$ cat src/rtl/wtc_pkg.sv
package wtc_pkg;

    typedef enum logic [1:0] {
        CH_OFF  = 2'd0,
        CH_RUN  = 2'd1,
        CH_HELD = 2'd2
    } ch_state_t;

    localparam logic [7:0] ADR_CMD  = 8'h00;
    localparam logic [7:0] ADR_MODE = 8'h04;
    localparam logic [7:0] ADR_CNT  = 8'h10;
    localparam logic [7:0] ADR_CA   = 8'h14;
    localparam logic [7:0] ADR_CB   = 8'h18;
    localparam logic [7:0] ADR_CC   = 8'h1C;
    localparam logic [7:0] ADR_STAT = 8'h20;
    localparam logic [7:0] ADR_IEN  = 8'h24;
    localparam logic [7:0] ADR_IDS  = 8'h28;
    localparam logic [7:0] ADR_IMSK = 8'h2C;

    localparam logic [1:0] ACT_NONE = 2'd0;
    localparam logic [1:0] ACT_SET  = 2'd1;
    localparam logic [1:0] ACT_CLR  = 2'd2;
    localparam logic [1:0] ACT_TGL  = 2'd3;

    localparam logic [1:0] WT_UP_AUTO = 2'd2;

    function automatic logic apply_act(input logic [1:0] act, input logic cur);
        unique case (act)
            ACT_SET:  return 1'b1;
            ACT_CLR:  return 1'b0;
            ACT_TGL:  return ~cur;
            default:  return cur;
        endcase
    endfunction

endpackage

$ cat src/rtl/wtc_ctrl.sv
module wtc_ctrl
    import wtc_pkg::*;
#(
    parameter int CNT_W = 16
) (
    input  logic             clk,
    input  logic             rst_n,
    input  logic             tick,
    input  logic             wave_on,
    input  logic             cmd_en,
    input  logic             cmd_dis,
    input  logic             cmd_trg,
    input  logic [1:0]       wtype,
    input  logic             stop_c,
    input  logic             dis_c,
    input  logic [CNT_W-1:0] cmp_a,
    input  logic [CNT_W-1:0] cmp_b,
    input  logic [CNT_W-1:0] cmp_c,
    output logic [CNT_W-1:0] count,
    output ch_state_t        state,
    output logic             ev_a,
    output logic             ev_b,
    output logic             ev_c,
    output logic             ev_ovf,
    output logic             ev_trg
);
    localparam logic [CNT_W-1:0] CNT_MAX = '1;

    ch_state_t        state_nxt;
    logic [CNT_W-1:0] count_nxt;
    logic             run_tick;
    logic             auto_rst;
    logic             c_freeze;

    assign run_tick = (state == CH_RUN) && tick && wave_on;
    assign auto_rst = (wtype == WT_UP_AUTO);
    assign c_freeze = stop_c || dis_c;

    assign ev_trg = cmd_trg && !cmd_dis && ((state != CH_OFF) || cmd_en);
    assign ev_a   = run_tick && (count == cmp_a);
    assign ev_b   = run_tick && (count == cmp_b);
    assign ev_c   = run_tick && (count == cmp_c);
    assign ev_ovf = run_tick && !ev_trg && (count == CNT_MAX)
                    && !(ev_c && (auto_rst || c_freeze));

    // next-state logic
    always_comb begin
        state_nxt = state;
        unique case (state)
            CH_OFF: begin
                if (cmd_en && !cmd_dis) state_nxt = CH_RUN;
            end
            CH_RUN: begin
                if (cmd_dis)              state_nxt = CH_OFF;
                else if (ev_trg)          state_nxt = CH_RUN;
                else if (ev_c && dis_c)   state_nxt = CH_OFF;
                else if (ev_c && stop_c)  state_nxt = CH_HELD;
            end
            CH_HELD: begin
                if (cmd_dis)      state_nxt = CH_OFF;
                else if (ev_trg)  state_nxt = CH_RUN;
            end
            default: state_nxt = CH_OFF;
        endcase
    end

    // counter datapath
    always_comb begin
        count_nxt = count;
        if (ev_trg) begin
            count_nxt = '0;
        end else if (run_tick) begin
            if (ev_c && c_freeze)       count_nxt = count;
            else if (ev_c && auto_rst)  count_nxt = '0;
            else                        count_nxt = count + 1'b1;
        end
    end

    // state register
    always_ff @(posedge clk or negedge rst_n) begin
        if (!rst_n) begin
            state <= CH_OFF;
            count <= '0;
        end else begin
            state <= state_nxt;
            count <= count_nxt;
        end
    end

endmodule

$ cat src/rtl/wtc_pin.sv
module wtc_pin
    import wtc_pkg::*;
(
    input  logic       clk,
    input  logic       rst_n,
    input  logic       ev_cmp,
    input  logic       ev_c,
    input  logic       ev_trg,
    input  logic [1:0] act_cmp,
    input  logic [1:0] act_c,
    input  logic [1:0] act_trg,
    output logic       level
);
    logic hit_trg, hit_c, hit_cmp;

    assign hit_trg = ev_trg && (act_trg != ACT_NONE);
    assign hit_c   = ev_c   && (act_c   != ACT_NONE);
    assign hit_cmp = ev_cmp && (act_cmp != ACT_NONE);

    always_ff @(posedge clk or negedge rst_n) begin
        if (!rst_n)       level <= 1'b0;
        else if (hit_trg) level <= apply_act(act_trg, level);
        else if (hit_c)   level <= apply_act(act_c, level);
        else if (hit_cmp) level <= apply_act(act_cmp, level);
    end

endmodule

$ cat src/rtl/wtc_regs.sv
module wtc_regs
    import wtc_pkg::*;
#(
    parameter int CNT_W = 16
) (
    input  logic             clk,
    input  logic             rst_n,
    input  logic             wr_en,
    input  logic             rd_en,
    input  logic [7:0]       addr,
    input  logic [31:0]      wdata,
    input  logic             ev_a,
    input  logic             ev_b,
    input  logic             ev_c,
    input  logic             ev_ovf,
    input  logic [CNT_W-1:0] count,
    input  logic             clk_on,
    input  logic             lvl_a,
    input  logic             lvl_b,
    output logic [31:0]      mode,
    output logic [CNT_W-1:0] cmp_a,
    output logic [CNT_W-1:0] cmp_b,
    output logic [CNT_W-1:0] cmp_c,
    output logic             cmd_en,
    output logic             cmd_dis,
    output logic             cmd_trg,
    output logic [4:0]       flags,
    output logic [31:0]      rdata,
    output logic             irq
);
    logic [7:0] mask;
    logic [4:0] ev_vec;
    logic       wr_cmd, rd_stat;

    assign wr_cmd  = wr_en && (addr == ADR_CMD);
    assign cmd_en  = wr_cmd && wdata[0];
    assign cmd_dis = wr_cmd && wdata[1];
    assign cmd_trg = wr_cmd && wdata[2];
    assign rd_stat = rd_en && (addr == ADR_STAT);
    assign ev_vec  = {ev_c, ev_b, ev_a, 1'b0, ev_ovf};

    always_ff @(posedge clk or negedge rst_n) begin
        if (!rst_n) begin
            mode  <= '0;
            cmp_a <= '0;
            cmp_b <= '0;
            cmp_c <= '0;
            mask  <= '0;
            flags <= '0;
        end else begin
            flags <= (rd_stat ? 5'd0 : flags) | ev_vec;
            if (wr_en) begin
                unique case (addr)
                    ADR_MODE: mode  <= wdata;
                    ADR_CA:   cmp_a <= wdata[CNT_W-1:0];
                    ADR_CB:   cmp_b <= wdata[CNT_W-1:0];
                    ADR_CC:   cmp_c <= wdata[CNT_W-1:0];
                    ADR_IEN:  mask  <= mask | wdata[7:0];
                    ADR_IDS:  mask  <= mask & ~wdata[7:0];
                    default:  ;
                endcase
            end
        end
    end

    always_comb begin
        rdata = '0;
        unique case (addr)
            ADR_MODE: rdata = mode;
            ADR_CNT:  rdata = 32'(count);
            ADR_CA:   rdata = 32'(cmp_a);
            ADR_CB:   rdata = 32'(cmp_b);
            ADR_CC:   rdata = 32'(cmp_c);
            ADR_STAT: rdata = {13'd0, lvl_b, lvl_a, clk_on, 11'd0, flags};
            ADR_IMSK: rdata = {24'd0, mask};
            default:  rdata = '0;
        endcase
    end

    assign irq = |(flags & mask[4:0]);

endmodule

$ cat src/rtl/wave_timer_chan.sv
module wave_timer_chan
    import wtc_pkg::*;
#(
    parameter int CNT_W = 16,
    parameter int N_SRC = 4
) (
    input  logic             clk,
    input  logic             rst_n,
    input  logic [N_SRC-1:0] tick_src,
    input  logic             wr_en,
    input  logic             rd_en,
    input  logic [7:0]       addr,
    input  logic [31:0]      wdata,
    output logic [31:0]      rdata,
    output logic             wave_a,
    output logic             wave_b,
    output logic             irq
);
    localparam int SEL_W   = 3;
    localparam int SEL_CNT = 1 << SEL_W;

    logic [31:0]      mode;
    logic [CNT_W-1:0] cmp_a, cmp_b, cmp_c, count;
    logic             cmd_en, cmd_dis, cmd_trg;
    logic             ev_a, ev_b, ev_c, ev_ovf, ev_trg;
    logic [4:0]       flags;
    ch_state_t        st;
    logic [SEL_CNT-1:0] src_ext;
    logic             tick_sel;

    logic [1:0]       ev_cmp;
    logic [1:0]       lvl;
    logic [1:0][1:0]  act_cmp, act_c, act_trg;

    always_comb begin
        src_ext = '0;
        src_ext[N_SRC-1:0] = tick_src;
    end
    assign tick_sel = src_ext[mode[SEL_W-1:0]];

    wtc_regs #(.CNT_W(CNT_W)) u_regs (
        .clk(clk), .rst_n(rst_n), .wr_en(wr_en), .rd_en(rd_en),
        .addr(addr), .wdata(wdata),
        .ev_a(ev_a), .ev_b(ev_b), .ev_c(ev_c), .ev_ovf(ev_ovf),
        .count(count), .clk_on(st != CH_OFF),
        .lvl_a(lvl[0]), .lvl_b(lvl[1]),
        .mode(mode), .cmp_a(cmp_a), .cmp_b(cmp_b), .cmp_c(cmp_c),
        .cmd_en(cmd_en), .cmd_dis(cmd_dis), .cmd_trg(cmd_trg),
        .flags(flags), .rdata(rdata), .irq(irq)
    );

    wtc_ctrl #(.CNT_W(CNT_W)) u_ctrl (
        .clk(clk), .rst_n(rst_n), .tick(tick_sel), .wave_on(mode[15]),
        .cmd_en(cmd_en), .cmd_dis(cmd_dis), .cmd_trg(cmd_trg),
        .wtype(mode[14:13]), .stop_c(mode[6]), .dis_c(mode[7]),
        .cmp_a(cmp_a), .cmp_b(cmp_b), .cmp_c(cmp_c),
        .count(count), .state(st),
        .ev_a(ev_a), .ev_b(ev_b), .ev_c(ev_c), .ev_ovf(ev_ovf), .ev_trg(ev_trg)
    );

    assign ev_cmp     = {ev_b, ev_a};
    assign act_cmp[0] = mode[17:16];
    assign act_c[0]   = mode[19:18];
    assign act_trg[0] = mode[23:22];
    assign act_cmp[1] = mode[25:24];
    assign act_c[1]   = mode[27:26];
    assign act_trg[1] = mode[31:30];

    for (genvar g = 0; g < 2; g++) begin : g_pin
        wtc_pin u_pin (
            .clk(clk), .rst_n(rst_n),
            .ev_cmp(ev_cmp[g]), .ev_c(ev_c), .ev_trg(ev_trg),
            .act_cmp(act_cmp[g]), .act_c(act_c[g]), .act_trg(act_trg[g]),
            .level(lvl[g])
        );
    end

    assign wave_a = lvl[0];
    assign wave_b = lvl[1];

endmodule

$ cat config.mk
export PLATFORM = sky130hd
export DESIGN_NAME = wave_timer_chan
export DESIGN_NICKNAME = d
export VERILOG_FILES = /design/src/rtl/wtc_pkg.sv /design/src/rtl/wtc_ctrl.sv /design/src/rtl/wtc_pin.sv /design/src/rtl/wtc_regs.sv /design/src/rtl/wave_timer_chan.sv
export SDC_FILE = /design/constraint.sdc
export NUM_CORES = 1
export LEC_CHECK = 0
export CORE_ASPECT_RATIO = 0.9
export CORE_MARGIN = 2
export CORE_UTILIZATION = 60
export DETAILED_ROUTE_END_ITERATION = 12
export HOLD_SLACK_MARGIN = 0.15
export PLACE_DENSITY = 0.86
export SYNTH_ARGS = -nofsm -noshare
export SYNTH_HDL_FRONTEND = slang
export SYNTH_SLANG_ARGS = --single-unit
$ cat constraint.sdc
create_clock -name clk -period 6.02 [get_ports clk]
set_input_delay 0.903 -clock clk [delete_from_list [all_inputs] [get_ports clk]]
set_output_delay 0.903 -clock clk [all_outputs]
set_load 0.005 [all_outputs]
# After elaboration in Yosys (flattened, before gate mapping)
# Cells that the tools add are included.
# classes
n_lt_le_gt_ge	1
reduce_logical	58
n_eq_ne	42
bitwise	7
n_mux	29
addsub	1
# op_table
cell	count
32-bit one-hot mux with 7 select lines	1
16-bit 2-to-1 mux	4
16-bit equality test	3
8-bit by 5-bit equality test with 1-bit output (second input constant)	4
8-bit by 6-bit equality test with 1-bit output (second input constant)	4
2-bit equality test (second input constant)	14
1-bit logical AND	27
1-bit one-hot mux with 3 select lines	6
2-bit nonzero test	9
16-bit by 1-bit adder with 16-bit output (second input constant)	1
16-bit equality test (second input constant)	1
8-bit one-hot mux with 2 select lines	1
2-bit by 1-bit equality test with 1-bit output (second input constant)	7
2-bit 2-to-1 mux	7
2-bit AND reduction	6
5-bit by 4-bit inequality test with 1-bit output (second input constant)	2
5-bit nonzero test	2
8-bit bitwise AND	1
8-bit by 3-bit equality test with 1-bit output (second input constant)	1
8-bit zero test	1
4-bit inequality test (second input constant)	2
8-bit inverter	1
8-bit OR	1
4-bit AND reduction	2
17 further kinds	30
# totals
wordCells	148
reg_bits	113
inputBits	48

# Depth between registers and ports, before layout
# Gate-level depths: netlist (run 1).
# depth
depth_word	11
mapped_depth	8
ltp_nobuf	7

# Modules after synthesis
# Synthesis (run 1) repeated with hierarchy kept, for this count alone.
# unflattened
hier_cells	608
area_unflattened_um2	6556.3
# modules_own_cells
mod	seq_area_each_um2	n_inst	cells_each	area_each_um2
wtc_regs	2302.2	1	353	4405.5
wtc_ctrl	450.4	1	210	1773.0
wtc_pin	25.0	2	21	167.7
wave_timer_chan	0.0	1	3	42.5

# Worst setup path before layout (run 1)
# Ideal clock, no wire load.
# synth_path
kind	input -> output
startpoint	in addr[5]
endpoint	out rdata[12]
required_ns	5.117
stages	6
setup_slack_ns	2.744
path_buffers	2
t_arrival_ns	2.373
path_cell_list	or4b_1 > clkbuf_1 > nor2_1 > clkbuf_1 > a22oi_1 > nand2_1
# synth_between
elab_chain_cells	2
elab_cells_between_ends	8
classes_between	eq/ne: 7; mux: 1
# synth_lines
element	line	rtl
from (decl)	wave_timer_chan.sv:12	input logic [7:0] addr,
8-bit by 6-bit equality test with 1-bit output (tied with other cells)	wtc_regs.sv:68	unique case (addr)
32-bit one-hot mux with 7 select lines *	wtc_regs.sv:68	
to (decl)	wave_timer_chan.sv:14	output logic [31:0] rdata,
# Every way passes the cells marked *; elsewhere a longest branch is shown, timed or not.

# Worst setup path in the final report (run 1)
# layout_path
startpoint	in addr[7]
endpoint	out rdata[2]
# The elaborated chain is that of the path after synthesis.

==> results.toml, run 1 <==
[outcome]
status = "complete, no violations"

[power]
switchingPower_mw = 0.387
power.sequential.fraction_pct = 51.1
intPower_mw = 1.21
power.leakage_nw = 3.36
p_sw_share_pct = 24.3
p_comb_share_pct = 9.3
clock_power_share_pct = 39.6
powerDensity_nw_per_um2 = 214
power.total_mw = 1.59
ir_drop_mv = 0.216

[critical_path]
crit_top_cell = "clkdlybuf4s50_1"
crit_slowest_cell = "nor2_2"
cp-end-kind = "output port"
r2r-start = "u_ctrl.state[0]$_DFFE_PN0P_"
path_buf_inv = 2
critPathLaunchType = "primary input"
cpPeakStageDelay_ps = 770
crit_family = "simple AND/OR/NAND/NOR gates"
crit_chain = "clkdlybuf4s50_1 -> or4b_1 -> nor2_2 -> a222oi_1 -> nand3_1 -> clkdlybuf4s50_1"
setup.worst_path.start = "addr[7]"
critPathArrivalTime_ps = 3780
worstPathRequired_ps = 5120
crit_fanout = 17
worstSetupPathType = "primary input to output port"

[logic_synthesis]
synth.area.mux_share_pct = 17.3
synthesis.nets = 639
synth_edf_count = 0
yosys.area.top_type_share_pct = 44.7
syn_inst = 584
yosysSeqAreaShare_pct = 44.7
syn_area_per_cell_um2 = 10.7
ys.flop_type = "dfrtp_1"
syn_area_um2 = 6270
synthAdderAreaFrac_pct = 1.40
synth_xor_area_share_pct = 7.82
async_flop_share_pct = 100
synth_warnings = 0
synth-seq-cells = 112
yosys.area.top_type = "dfrtp_1"
ys_top_cells_by_area = "dfrtp_1 45%, mux2_2 16%, xnor2_1 5.4%"
synth-compound-area-share_pct = 11.6
synth_top_family_by_area = "multiplexers"
netlist-cell-type-count = 55
synth.most_common_cell = "dfrtp_1"
synth_common_cells = "112 x dfrtp_1, 88 x mux2_2, 44 x nand2_1, 39 x xnor2_1, 30 x a22oi_1"
yosys.area_share.simple_pct = 14.3

[global_route]
grtUsageTotal_pct = 31.4
grt-ovfl-total = 0
grt_max_degree = 68
antenna_found_initial = 0
grt_pass1_vias = 5194
grt_pass1_wl_um = 27800

[detailed_routing]
drt_wl_total_um = 17400
routed_via_density = 6.62
dr.pass1.iters = 5
drc_errors = 0
routedWlPerCell_um = 22.3
vias = 5155
drt_iter0_drc = 551
ant_nets = 0

[sta]
finalHoldViolations = 0
max_slew_margin_pct = 30.5
period_share_pct = 77.8
fmax_ghz = 0.214
finalSetupViolCount = 0
rsz0062_at_grt = "false"
tns_ps = 0
layout_min_cycle_time_ps = 4680
slew_violations = 0
skew_ps = 11.8
worstMarginPinSlew_ps = 1040

[clock_network]
cts_hold_buf = 0
htree_levels = 3
clock-sinks = 112
cts_tree = "yes"
cts_resized = 0
cts_max_path_buffers = 2
clk_pin_slew_ps = 70
cts_buffers = 9
postCtsSetupRepairBufs = 0
root_buffer = "clkbuf_16"
clk_latency_ps = 360

[layout]
antenna_cells = 0
final_cells = 779
drive_gt1_share_pct = 19.7
final_nets = 700
utilization_pct = 73.1
area_delta_synth_final_pct = 19.0

[place]
port_buffers = 82
place_congestion = 0.964
dpl.cell_count = 763
hpwl_um = 11900

[floorplanning]
dieArea_um2 = 11300
die_h_um = 101
fp.coreArea_um2 = 10200
die_x_um = 112
start_util_pct = 61.4
io_pins = 83
rows = 35

[worst_hold_path]
hold_start = "u_regs.mode[28]$_DFFE_PN0P_"
hp-class = "flop to flop"

[flow_run]
cap_violations = 0
## worst register-to-register path, cell delays in order, from the launching register on
cell,delay (ps)
dfrtp_1,500
nor3_2,160
nor4_2,890
nor2_1,130
a21oi_2,420
a21boi_1,230
mux2i_1,100
## path summary, 6_finish.rpt
path | endpoint | slack, ps | cells past startpoint
setup / recovery | rdata[2] | 1340 | 6
hold / removal | u_regs.mode[28]$_DFFE_PN0P_ | 500 | 1
setup reg to reg | u_ctrl.count[8]$_DFFE_PN0P_ | 3460 | 6
hold reg to reg | u_regs.mode[28]$_DFFE_PN0P_ | 500 | 1
max in group asynchronous | asynchronous set/reset pin | 4230 | 2
min in group asynchronous | u_regs.mode[18]$_DFFE_PN0P_ | 650 | 1
## final cells by class
class	count	area (um2)
Multi-Input combinational cell	426	3290
Sequential cell	112	2800
Inverter	8	30.0
Fill cell	712	2750
Clock buffer	11	253
Clock inverter	5	60.1
Timing Repair Buffer	88	863
Tap cell	129	161
## cell families (layout without fill, tap and decap cells)
logic type | count (synthesis) | in the layout
and+or+nand+nor | 167 | 167
muxes | 96 | 96
xor gates and xnor gates | 56 | 56
DFF | 112 | 112
AOI/OAI and AO/OA | 100 | 100
buffers and inverters | 46 | 112
adders and majority gates | 7 | 7
## state kept, by name, summed over array words and instances, names as in the netlist, named ones only
signal,cells
u_ctrl.state,2
u_regs.cmp_c,16
g_pin.u_pin.level,2
u_regs.cmp_a,16
u_regs.flags,4
u_regs.cmp_b,16
u_ctrl.count,16
u_regs.mode,32
## power by group through the flow
| stage | combinational [mW] | clock [mW] | sequential, mW |
|---|---|---|---|
| global route | 0.162 | 0.658 | 0.818 |
| global placement | 0.141 | 0 | 0.826 |
| detailed placement | 0.147 | 0 | 0.828 |
| finish | 0.148 | 0.631 | 0.814 |
| floorplan | 0.0756 | 0 | 0.817 |
| CTS | 0.148 | 0.639 | 0.813 |
## metrics by stage
| stage | instance area (um2) | setup WS (ps) | hold WS, ps |
|---|---|---|---|
| floorplan | 6270 | 2740 | 462 |
| global placement | 7150 | 1510 | 479 |
| detailed placement | 7150 | 1450 | 487 |
| CTS | 7460 | 1450 | 504 |
| global route | 7460 | 1300 | 520 |
| finish | 7460 | 1340 | 502 |
## cells in the final DEF, fill, tap and decap left out, types with 2 or more instances in the layout
master	Yosys	routed
nor4_1	7	7
clkbuf_8	0	2
o21ai_0	14	14
dfrtp_1	112	112
nand2_1	44	44
clkdlybuf4s50_1	0	81
nand3_1	17	17
clkbuf_16	0	9
mux2_2	88	88
inv_1	8	8
nor2_2	3	3
or2_2	2	2
xor2_1	17	17
a41oi_1	3	3
a31oi_1	6	6
and3_1	3	3
a22oi_1	30	30
and2_1	17	17
nor4_2	3	3
a211oi_1	2	2
mux2i_1	7	7
a22o_1	4	4
a21oi_1	17	17
buf_4	1	7
xnor2_1	39	39
a32o_1	2	2
a222oi_1	12	12
nand2b_1	6	6
ha_1	7	7
nor2b_1	5	5
nand3b_1	3	3
nor3_1	3	3
inv_6	0	2
nand4_1	15	15
nor2_1	29	29
## metal layers
layer  up-vias  part of all wire (%)  track usage [%]
met5         -                     0                0
met4         0                   2.9             12.2
met3        54                   8.1             7.64
met2       274                    47             49.1
met1      2574                    42             42.9
li1       2253                     -                -
No activity file was read; power rests on OpenSTA's default activity.
==> run 2, diff against run 1 <==
--- a/config.mk
+++ b/config.mk
@@ -7,10 +7,10 @@
 export LEC_CHECK = 0
 export CORE_ASPECT_RATIO = 0.9
 export CORE_MARGIN = 2
-export CORE_UTILIZATION = 60
+export CORE_UTILIZATION = 50
 export DETAILED_ROUTE_END_ITERATION = 12
 export HOLD_SLACK_MARGIN = 0.15
-export PLACE_DENSITY = 0.86
+export PLACE_DENSITY = 0.76
 export SYNTH_ARGS = -nofsm -noshare
 export SYNTH_HDL_FRONTEND = slang
 export SYNTH_SLANG_ARGS = --single-unit
==> constraint.sdc (replaced) <==
create_clock -name clk -period 4.3 [get_ports clk]
set_input_delay 0.645 -clock clk [delete_from_list [all_inputs] [get_ports clk]]
set_output_delay 0.645 -clock clk [all_outputs]
set_load 0.005 [all_outputs]
==> run 2 against run 1 <==
Compared with the run above: sequential power up 40%; non-clock buffer count up 6; count of clock-buffer cells in the layout unchanged; combinational power up 40%; sequential cell count unchanged; design area up 0.81%; critical path depth up 1; wire length down 0.64%; via count down 1.5%; sequential share of layout area down 0.30 points; cell count up 4.7%; critical path type unchanged; critical endpoint unchanged; largest cell class unchanged; largest power group unchanged; highest routed layer unchanged.
==> results.toml, run 2 (synthesized netlist as in run 1, its figures left out) <==
[outcome]
status = "complete, no violations"

[critical_path]
worstSetupPathType = "primary input to output port"
crit_chain = "clkdlybuf4s50_1 -> or4b_1 -> nor2_2 -> buf_4 -> a22oi_1 -> nand3_1 -> clkdlybuf4s50_1"
cpPeakStageDelay_ps = 680
worstPathRequired_ps = 3650
critPathArrivalTime_ps = 3180
critPathLaunchType = "primary input"
cp-end-kind = "output port"
crit_top_cell = "clkdlybuf4s50_1"
crit_slowest_cell = "or4b_1"
reg2reg_depth = 6
crit_fanout = 10

[clock_network]
cts_hold_buf = 0
clk_latency_ps = 360
cts_resized = 0
htree_levels = 3
cts_buffers = 9
root_buffer = "clkbuf_16"
postCtsSetupRepairBufs = 0
cts_tree = "yes"
clk_pin_slew_ps = 70
clock-sinks = 112
cts_max_path_buffers = 2

[place]
port_buffers = 82
place_congestion = 0.944
hpwl_um = 12400
placed_cell_area_um2 = 7230
dpl.cell_count = 800

[layout]
antenna_cells = 0
layout_common_cells = "112 x dfrtp_1, 88 x mux2_2, 81 x clkdlybuf4s50_1"
final_cells = 816
area_delta_synth_final_pct = 19.9
final_area_um2 = 7520
drive_gt1_share_pct = 20.3
fillers = 1006
regMostFlops = "u_regs.mode"
largest_reg_flops = 32
final_common_cell = "dfrtp_1"
final_nets = 706

[global_route]
antenna_found_initial = 0
grt-ovfl-total = 0
grt_max_degree = 57
grt_pass1_vias = 4995
grtUsageTotal_pct = 26.9
grt_pass1_wl_um = 27200

[detailed_routing]
dr.pass1.iters = 6
routedWlPerCell_um = 21.2
ant_nets = 0
drt_wl_total_um = 17300
vias = 5076
routed_via_density = 6.22
drt_iter0_drc = 505
drc_errors = 0

[power]
power.leakage_nw = 3.38
power.total_mw = 2.17
powerDensity_nw_per_um2 = 289
ir_drop_mv = 0.277

[worst_hold_path]
hp-class = "primary input to asynchronous set/reset pin"

[floorplanning]
die_h_um = 110
start_util_pct = 51.7
die_x_um = 122
rows = 38
fp.coreArea_um2 = 12100
dieArea_um2 = 13500
io_pins = 83

[sta]
hold_ws_ps = 329
skew_ps = 9.56
fmax_ghz = 0.261
tns_ps = 0
finalSetupViolCount = 0
worstMarginPinSlew_ps = 909
finalHoldViolations = 0
period_share_pct = 88.9
max_slew_margin_pct = 39.2
rsz0062_at_grt = "false"
layout_min_cycle_time_ps = 3820
slew_violations = 0

[flow_run]
cap_violations = 0
[run 2: stage by stage]
step / util [%] / setup slack (ps)
4_1_cts: 62.0 / 509
3_5_place_dp: 59.6 / 517
6_report: 62.0 / 476
3_3_place_gp: 59.6 / 545
5_1_grt: 62.0 / 399
2_1_floorplan: - / 1540
[run 2: worst max-delay path: cells and delay by family]
family / cells / cell delay [ps]
buffers and inverters: 3 / 1280
AOI/OAI and AO/OA: 1 / 80
and+or+nand+nor: 3 / 1160
[run 2: area by class of cell]
type,instances,area [um2],area share [%]
clock inverters,5,46.3,0.616
multi-input cells,426,3290,43.7
clock buffers,11,243,3.23
well taps,160,200,2.66
repair buffers,94,908,12.1
inverters,8,30.0,0.399
flip-flops and latches,112,2800,37.3
[run 2: path summary, 6_finish.rpt]
check | startpoint | endpoint | slack [ps]
worst min-delay path | rst_n | u_regs.mode[9]$_DFFE_PN0P_ | 330
worst min register to register | u_regs.mode[20]$_DFFE_PN0P_ | u_regs.mode[20]$_DFFE_PN0P_ | 500
worst max register to register | u_ctrl.state[1]$_DFFE_PN0P_ | u_ctrl.count[4]$_DFFE_PN0P_ | 1870
max in group asynchronous | rst_n | u_ctrl.count[6]$_DFFE_PN0P_ | 3090
worst max-delay path | addr[5] | rdata[2] | 480
min in group clk | u_regs.mode[20]$_DFFE_PN0P_ | u_regs.mode[20]$_DFFE_PN0P_ | 500
[run 2: report_power, final]
group / internal [mW] / switching (mW)
combinational: 0.107 / 0.100
clock: 0.421 / 0.403
sequential: 1.10 / 0.0443
total: 1.62 / 0.548
[run 2: routing by layer]
layer	up-vias	wire length, um	track usage (%)
li1	2267	-	-
met1	2558	7420	36.5
met2	225	8390	43.0
met3	26	1180	6.58
met4	0	299	8.21
met5	-	0	0
